--- src/rtl/trgm_pkg.sv ---
package trgm_pkg;

  localparam int unsigned CFG_WORDS = 4;

  typedef enum logic [1:0] {
    SLOT_ENABLE = 2'd0,
    SLOT_PART   = 2'd1,
    SLOT_LEVEL  = 2'd2,
    SLOT_POLAR  = 2'd3
  } cfg_slot_e;

  // One channel's term: level (sel=1) compares with polarity,
  // edge (sel=0) looks for a 0->1 (pol=0) or 1->0 (pol=1) change.
  function automatic logic chan_term(input logic sel_level, input logic pol,
                                     input logic cur, input logic prv);
    logic res;
    if (sel_level) res = (cur == pol);
    else if (pol)  res = prv & ~cur;
    else           res = ~prv & cur;
    return res;
  endfunction

endpackage

--- src/rtl/trgm_cfg_loader.sv ---
module trgm_cfg_loader
  import trgm_pkg::*;
#(
  parameter int unsigned NCH    = 16,
  parameter int unsigned WORD_W = 32
) (
  input  logic              clk,
  input  logic              rst_n,
  input  logic              we,
  input  logic [WORD_W-1:0] word,
  output logic [NCH-1:0]    en_mask,
  output logic [NCH-1:0]    part_mask,
  output logic [NCH-1:0]    lvl_mask,
  output logic [NCH-1:0]    pol_mask
);
  localparam int unsigned IDX_W = $clog2(CFG_WORDS);

  logic [IDX_W-1:0] slot_q;
  logic [NCH-1:0]   word_lo;

  assign word_lo = word[NCH-1:0];

  always_ff @(posedge clk) begin
    if (!rst_n) begin
      slot_q    <= '0;
      en_mask   <= '0;
      part_mask <= '0;
      lvl_mask  <= '0;
      pol_mask  <= '0;
    end else if (we) begin
      slot_q <= (slot_q == IDX_W'(CFG_WORDS - 1)) ? '0 : slot_q + 1'b1;
      case (cfg_slot_e'(slot_q))
        SLOT_ENABLE: en_mask   <= word_lo;
        SLOT_PART:   part_mask <= word_lo;
        SLOT_LEVEL:  lvl_mask  <= word_lo;
        default:     pol_mask  <= word_lo;
      endcase
    end
  end
endmodule

--- src/rtl/trgm_term_eval.sv ---
module trgm_term_eval
  import trgm_pkg::*;
#(
  parameter int unsigned NCH = 16
) (
  input  logic [NCH-1:0] en_mask,
  input  logic [NCH-1:0] part_mask,
  input  logic [NCH-1:0] lvl_mask,
  input  logic [NCH-1:0] pol_mask,
  input  logic [NCH-1:0] cur,
  input  logic [NCH-1:0] prv,
  output logic           cond_met,
  output logic           cfg_bad
);
  localparam int unsigned CNT_W = $clog2(NCH + 1);

  logic [NCH-1:0] active;
  logic [NCH-1:0] term_ok;
  logic [NCH-1:0] edge_act;
  logic [CNT_W-1:0] edge_cnt;

  for (genvar g = 0; g < NCH; g++) begin : g_chan
    assign active[g]   = en_mask[g] & part_mask[g];
    assign edge_act[g] = active[g] & ~lvl_mask[g];
    assign term_ok[g]  = ~active[g] |
                         chan_term(lvl_mask[g], pol_mask[g], cur[g], prv[g]);
  end

  always_comb begin
    edge_cnt = '0;
    for (int i = 0; i < NCH; i++) edge_cnt = edge_cnt + CNT_W'(edge_act[i]);
  end

  assign cfg_bad  = (edge_cnt > CNT_W'(1));
  assign cond_met = (&term_ok) & ~cfg_bad;
endmodule

--- src/rtl/trgm_seq.sv ---
module trgm_seq #(
  parameter int unsigned NCH = 16
) (
  input  logic           clk,
  input  logic           rst_n,
  input  logic           arm,
  input  logic           smp_stb,
  input  logic [NCH-1:0] smp_data,
  input  logic           cond_met,
  output logic [NCH-1:0] prv_eff,
  output logic           arm_rise,
  output logic           done_q,
  output logic           hit_now,
  output logic           hit_q
);
  logic           arm_q;
  logic [NCH-1:0] prv_q;

  assign arm_rise = arm & ~arm_q;
  assign prv_eff  = arm_rise ? '0 : prv_q;
  assign hit_now  = arm & smp_stb & ~done_q & cond_met;

  always_ff @(posedge clk) begin
    if (!rst_n) begin
      arm_q  <= 1'b0;
      prv_q  <= '0;
      done_q <= 1'b0;
      hit_q  <= 1'b0;
    end else begin
      arm_q  <= arm;
      hit_q  <= hit_now;
      done_q <= arm & (done_q | hit_now);
      if (arm & smp_stb) prv_q <= smp_data;
      else if (arm_rise) prv_q <= '0;
    end
  end
endmodule

--- src/rtl/trgm_top.sv ---
module trgm_top #(
  parameter int unsigned NCH    = 16,
  parameter int unsigned WORD_W = 32
) (
  input  logic              clk,
  input  logic              rst_n,
  input  logic              cfg_we,
  input  logic [WORD_W-1:0] cfg_word,
  input  logic              arm,
  input  logic              smp_stb,
  input  logic [NCH-1:0]    smp_data,
  output logic              trig_hit
);
  logic [NCH-1:0] en_mask, part_mask, lvl_mask, pol_mask;
  logic [NCH-1:0] prv_eff;
  logic           cond_met, cfg_bad, arm_rise, done_q, hit_now, hit_q;

  trgm_cfg_loader #(.NCH(NCH), .WORD_W(WORD_W)) u_cfg (
    .clk(clk), .rst_n(rst_n), .we(cfg_we), .word(cfg_word),
    .en_mask(en_mask), .part_mask(part_mask),
    .lvl_mask(lvl_mask), .pol_mask(pol_mask)
  );

  trgm_term_eval #(.NCH(NCH)) u_eval (
    .en_mask(en_mask), .part_mask(part_mask),
    .lvl_mask(lvl_mask), .pol_mask(pol_mask),
    .cur(smp_data), .prv(prv_eff),
    .cond_met(cond_met), .cfg_bad(cfg_bad)
  );

  trgm_seq #(.NCH(NCH)) u_seq (
    .clk(clk), .rst_n(rst_n), .arm(arm), .smp_stb(smp_stb),
    .smp_data(smp_data), .cond_met(cond_met),
    .prv_eff(prv_eff), .arm_rise(arm_rise), .done_q(done_q),
    .hit_now(hit_now), .hit_q(hit_q)
  );

  assign trig_hit = hit_q;
endmodule

--- config.mk ---
export PLATFORM = sky130hd
export DESIGN_NAME = trgm_top
export DESIGN_NICKNAME = d
export VERILOG_FILES = /design/src/rtl/trgm_pkg.sv /design/src/rtl/trgm_cfg_loader.sv /design/src/rtl/trgm_term_eval.sv /design/src/rtl/trgm_seq.sv /design/src/rtl/trgm_top.sv
export SDC_FILE = /design/constraint.sdc
export NUM_CORES = 1
export LEC_CHECK = 0
export BUFFER_PORTS_ARGS = -buffer_cell sky130_fd_sc_hd__buf_2
export CELL_PAD_IN_SITES_DETAIL_PLACEMENT = 1
export CELL_PAD_IN_SITES_GLOBAL_PLACEMENT = 2
export CORE_MARGIN = 1
export CORE_UTILIZATION = 33
export DETAILED_ROUTE_END_ITERATION = 8
export GPL_ROUTABILITY_DRIVEN = 0
export GPL_TIMING_DRIVEN = 0
export MAX_ROUTING_LAYER = met4
export PLACE_DENSITY = 0.9
export SLEW_MARGIN = 30
export SYNTH_ARGS = -nofsm -noshare
export SYNTH_HDL_FRONTEND = slang
export SYNTH_SLANG_ARGS = --single-unit
--- constraint.sdc ---
create_clock -name clk -period 6.8 [get_ports clk]
set_input_delay 0.68 -clock clk [delete_from_list [all_inputs] [get_ports clk]]
set_output_delay 0.68 -clock clk [all_outputs]
set_load 0.02 [all_outputs]
==> results.txt <==
The combinational family with the most area after synthesis was simple AND/OR/NAND/NOR gates. The area share of and/or/nand/nor cells after synthesis is 0.2835, and the hold path depth is 2. Worst flop-to-flop path startpoint: u_cfg.lvl_mask[0]. CTS placed an instance of clkbuf_16 at the clock tree root. The final max-slew violation count was 0. Along the worst path, the maximum fanout reaches 5.

The post-synthesis sequential area ratio was 0.4045. After synthesis, the most frequently instantiated cells are 176 x nand2_1, 87 x a21oi_1, 85 x dfxtp_1. The analysis attributes to cell leakage a power of 1.817 nW.

Buffers inserted to repair hold after CTS numbered 0. The fraction of power spent switching nets is 0.2640, and the cell area after technology mapping is 4207 um2. The combinational share of power was 0.100. Setup violations remaining at the end of the flow were counted as 0. In this run, synthesis produced a sequential element count of 85.

After the first detailed-routing iteration, the DRC count stood at 216. The xor/xnor cell area share of the yosys netlist is 0.002082, and the signal arrival time at the worst endpoint is 5.58 ns. The width of the chip works out to 114.9 um. The global-route total usage across every layer was 0.2388.

The worst setup path is of the reg -> reg kind. The number of buffers created by CTS is 9. STA puts the critical path data required time at 7.07 ns. Layer with the highest usage: met2. The repair_antennas step left the layout with diodes totalling 0. The biggest area consumer among synthesized cells is dfxtp_1. TritonCTS built the clock tree.

OpenSTA, run right after detailed placement, puts the worst setup slack at 1.499 ns. Max-cap violations in this run came to 0. The run gives 0 as the final-report hold violation count.

For this run, the leading register cell type out of synthesis is dfxtp_1. The overall die area was 13,200 um2; the number of I/O port buffers was 36. The final worst clock skew was 0.003881 ns; the final critical-path share of the clock period was 0.7813. The via count of the first global-routing pass was 4,205; the relative area change from synthesis to final layout was 16.45%.

The depth of the worst register-to-register path was 16. The run finished with clean final reports. For the remaining antenna violation count after routing, the log shows 0.

The post-synthesis instance total was 555; the count of flip-flops with a built-in enable after synthesis was 0. For the global-route met3 utilization, the log shows 0.03479. Setup repair after global routing left no endpoint under its margin.

The mean area per synthesized cell was 7.579 um2; the share of final-layout standard cells stronger than drive strength 1 was 0.1038. Across all hold checks on the routed design, the worst slack comes to 0.4567 ns. The path class of the tightest hold or removal check is reg -> reg. The later pin in the worst-skew pair is clocked with a latency of 0.35 ns. CTS built an H-tree with a depth of 3. Synthesis instantiated 38 different standard cells from the library. Before antenna repair, the detailed router went through 4 iterations.

For this design the total switching power over the nets is 0.0003040 W. In this run the power density over the cells is 235.1 nW/um2. The share of the synthesized area in compound gates (AO/OA/AOI/OAI) was 0.1841; the post-route setup TNS was 0 ns. For the pin with the worst max-slew slack, the measured transition is 0.7221 ns. The tools report the cell count after placement as 759. The initial antenna violation count was 0. The worst setup path is launched from a flip-flop. The number of clock sinks seen by CTS is 85.

The clock share of power was 0.440; the leftover overflow at the end of global routing was 0. Entering global routing, the biggest net connects 15 pins. The endpoint identified for the worst register-to-register timing path is u_seq.done_q. For the count of vias placed by the detailed router, the log shows 4,065. Post-cts repair resize count: 0. After clock tree synthesis, the clock-pin slew on the worst setup and hold paths is 0.06 ns. The nature of the critical path endpoint is a flip-flop.

The vias per cell was 5.245. Sorting the synthesized cells by area gives the leading types as dfxtp_1 40%, nand2_1 16%, a21oi_1 10%. IR analysis of the VDD net gives a maximum drop of 0.08790 mV.

The effective utilization at floorplan is 0.3445. For this run, design rule violations remaining after detail routing come to 0. The logs give 22,780 um for the wire length of the first global-routing pass and 2 for the number of buffers on the longest clock path. The total power of the final layout was 0.001152 W; the number of top-level pins was 54.

Buffers added to address setup during post-CTS repair amount to 0. The met1 track utilization from global routing is 0.3003, and the mux contribution to synthesized area is 0.005057. In this run the register-to-register setup slack is 1.49 ns.

The proportion of synthesized flip-flops having asynchronous set or reset works out to 0. The net count of the finished layout is 674. The arithmetic-cell share of the synthesized area counting full adders, half adders and majority gates was 0.07436; the number of fill cells was 1,557. The highest attainable clock frequency is 0.1882 GHz, and the average wire length per cell after detail routing is 18.30 um.

The run gives 627 as the post-synthesis net count. The total internal power came out at 0.0008476 W. The area fraction of the dominant cell type after synthesis is 0.4045. The count of standard-cell rows came out at 40. The Yosys step of the flow raised 0 warnings. Excluding fillers, the count of instances in the completed layout stands at 775.

The destination of the worst hold path was u_cfg.part_mask[14]. Estimated wirelength of the detail-placed design: 10,520 um. Tracing the worst setup path back leads to its startpoint at u_cfg.lvl_mask[0]. Setup slack on the critical path of the routed design comes to 1.487 ns. The final layout contains routed wiring with a total length of 14,180 um.

Most used standard cell by instance count after synthesis: nand2_1. The y dimension of the die is 114.9 um, and the area inside the core boundary is 12,210 um2. The tools report the fraction of power consumed by sequential logic as 0.460. For the headroom to the max-slew limit, the log shows 0.5186. The worst hold path begins at u_cfg.part_mask[14]. The met2 capacity usage during global routing is 0.3936, and the minimum period implied by the final worst setup slack is 5.313 ns.
-- state kept, by name (all words and copies together) (netlist names) --
name	count
u_seq.prv_q	16
u_cfg.en_mask	16
u_seq.done_q	1
u_cfg.part_mask	16
u_seq.arm_q	1
u_cfg.slot_q	2
u_seq.hit_q	1
u_cfg.pol_mask	16
u_cfg.lvl_mask	16
-- power groups by stage --
stage | clock (W) | sequential, W | combinational [W]
final | 0.000507 | 0.000529 | 0.000115
after global routing | 0.000536 | 0.000531 | 0.000128
after CTS | 0.000513 | 0.000529 | 0.000116
after detailed placement | 0 | 0.000540 | 0.000115
after global placement | 0 | 0.000539 | 0.000109
after floorplan | 0 | 0.000537 | 0.0000664
-- logic make-up (layout without fill, tap and decap cells) --
group | after synthesis | count (layout)
AOI/OAI and AO/OA | 130 | 130
xor gates and xnor gates | 1 | 1
adders and majority gates | 19 | 19
buffers and inverters | 49 | 101
DFF | 85 | 85
muxes | 2 | 2
and+or+nand+nor | 269 | 269
-- final cells by class --
class                           instances  area, um2  area share
Multi-Input combinational cell        421       2310      0.4715
Clock inverter                          6      62.56     0.01277
Sequential cell                        85       1702      0.3474
Tap cell                              168      210.2     0.04291
Timing Repair Buffer                   36      180.2     0.03678
Inverter                               19      71.32     0.01456
Buffer                                 30      123.9     0.02529
Clock buffer                           10      239.0     0.04879
-- worst max-delay path: stages (launching register included) --
cell and delay (ns):
dfxtp_1 0.43, nor2_1 0.08, ha_1 0.29, inv_1 0.06, fa_1 0.53, fa_1 0.52
fa_1 0.54, inv_1 0.05, fa_1 0.53, inv_1 0.06, fa_1 0.44, fa_1 0.50
nand3b_1 0.07, nor4_1 0.26, o2111ai_1 0.15, or4b_4 0.52, o31ai_2 0.19
-- per-layer routing --
layer  vias to the layer above  wire length [um]
met5                         -                 0
met3                        24               794
met2                        92              6911
li1                       1952                 -
met1                      1997              6228
met4                         0               249
-- worst max path at each step --
stage / depth (start not counted) / slack (ns) / endpoint
4_1_cts: 17 / 1.48 / u_seq.done_q
2_1_floorplan: 16 / 1.85 / u_seq.done_q
3_5_place_dp: 17 / 1.50 / u_seq.done_q
6_report: 16 / 1.49 / u_seq.done_q
5_1_grt: 16 / 1.26 / u_seq.done_q
3_3_place_gp: 17 / 1.52 / u_seq.hit_q
-- layout by cell type (no fill, tap or decap), types with 3 or more instances in the layout --
cell type,instances
o311ai_1,5
nand2b_1,27
and2_1,5
clkbuf_16,9
a31oi_1,14
or2_2,4
ha_1,9
o2111ai_1,4
buf_2,39
clkinvlp_4,3
inv_1,18
nand3b_1,5
a211o_1,11
nand2_1,176
dfxtp_1,85
nor2_1,15
buf_1,3
nand4_1,3
nor2b_1,4
a21oi_1,87
fa_1,10
nand3_1,22
nor3_1,3
clkbuf_1,23
-- through the flow --
stage,cell area (um2),utilization
finish,4898,0.4011
global route,4898,0.4011
global placement,4597,0.3764
detailed placement,4597,0.3764
floorplan,4207,-
CTS,4898,0.4011
(Power assumes the default switching activity.)
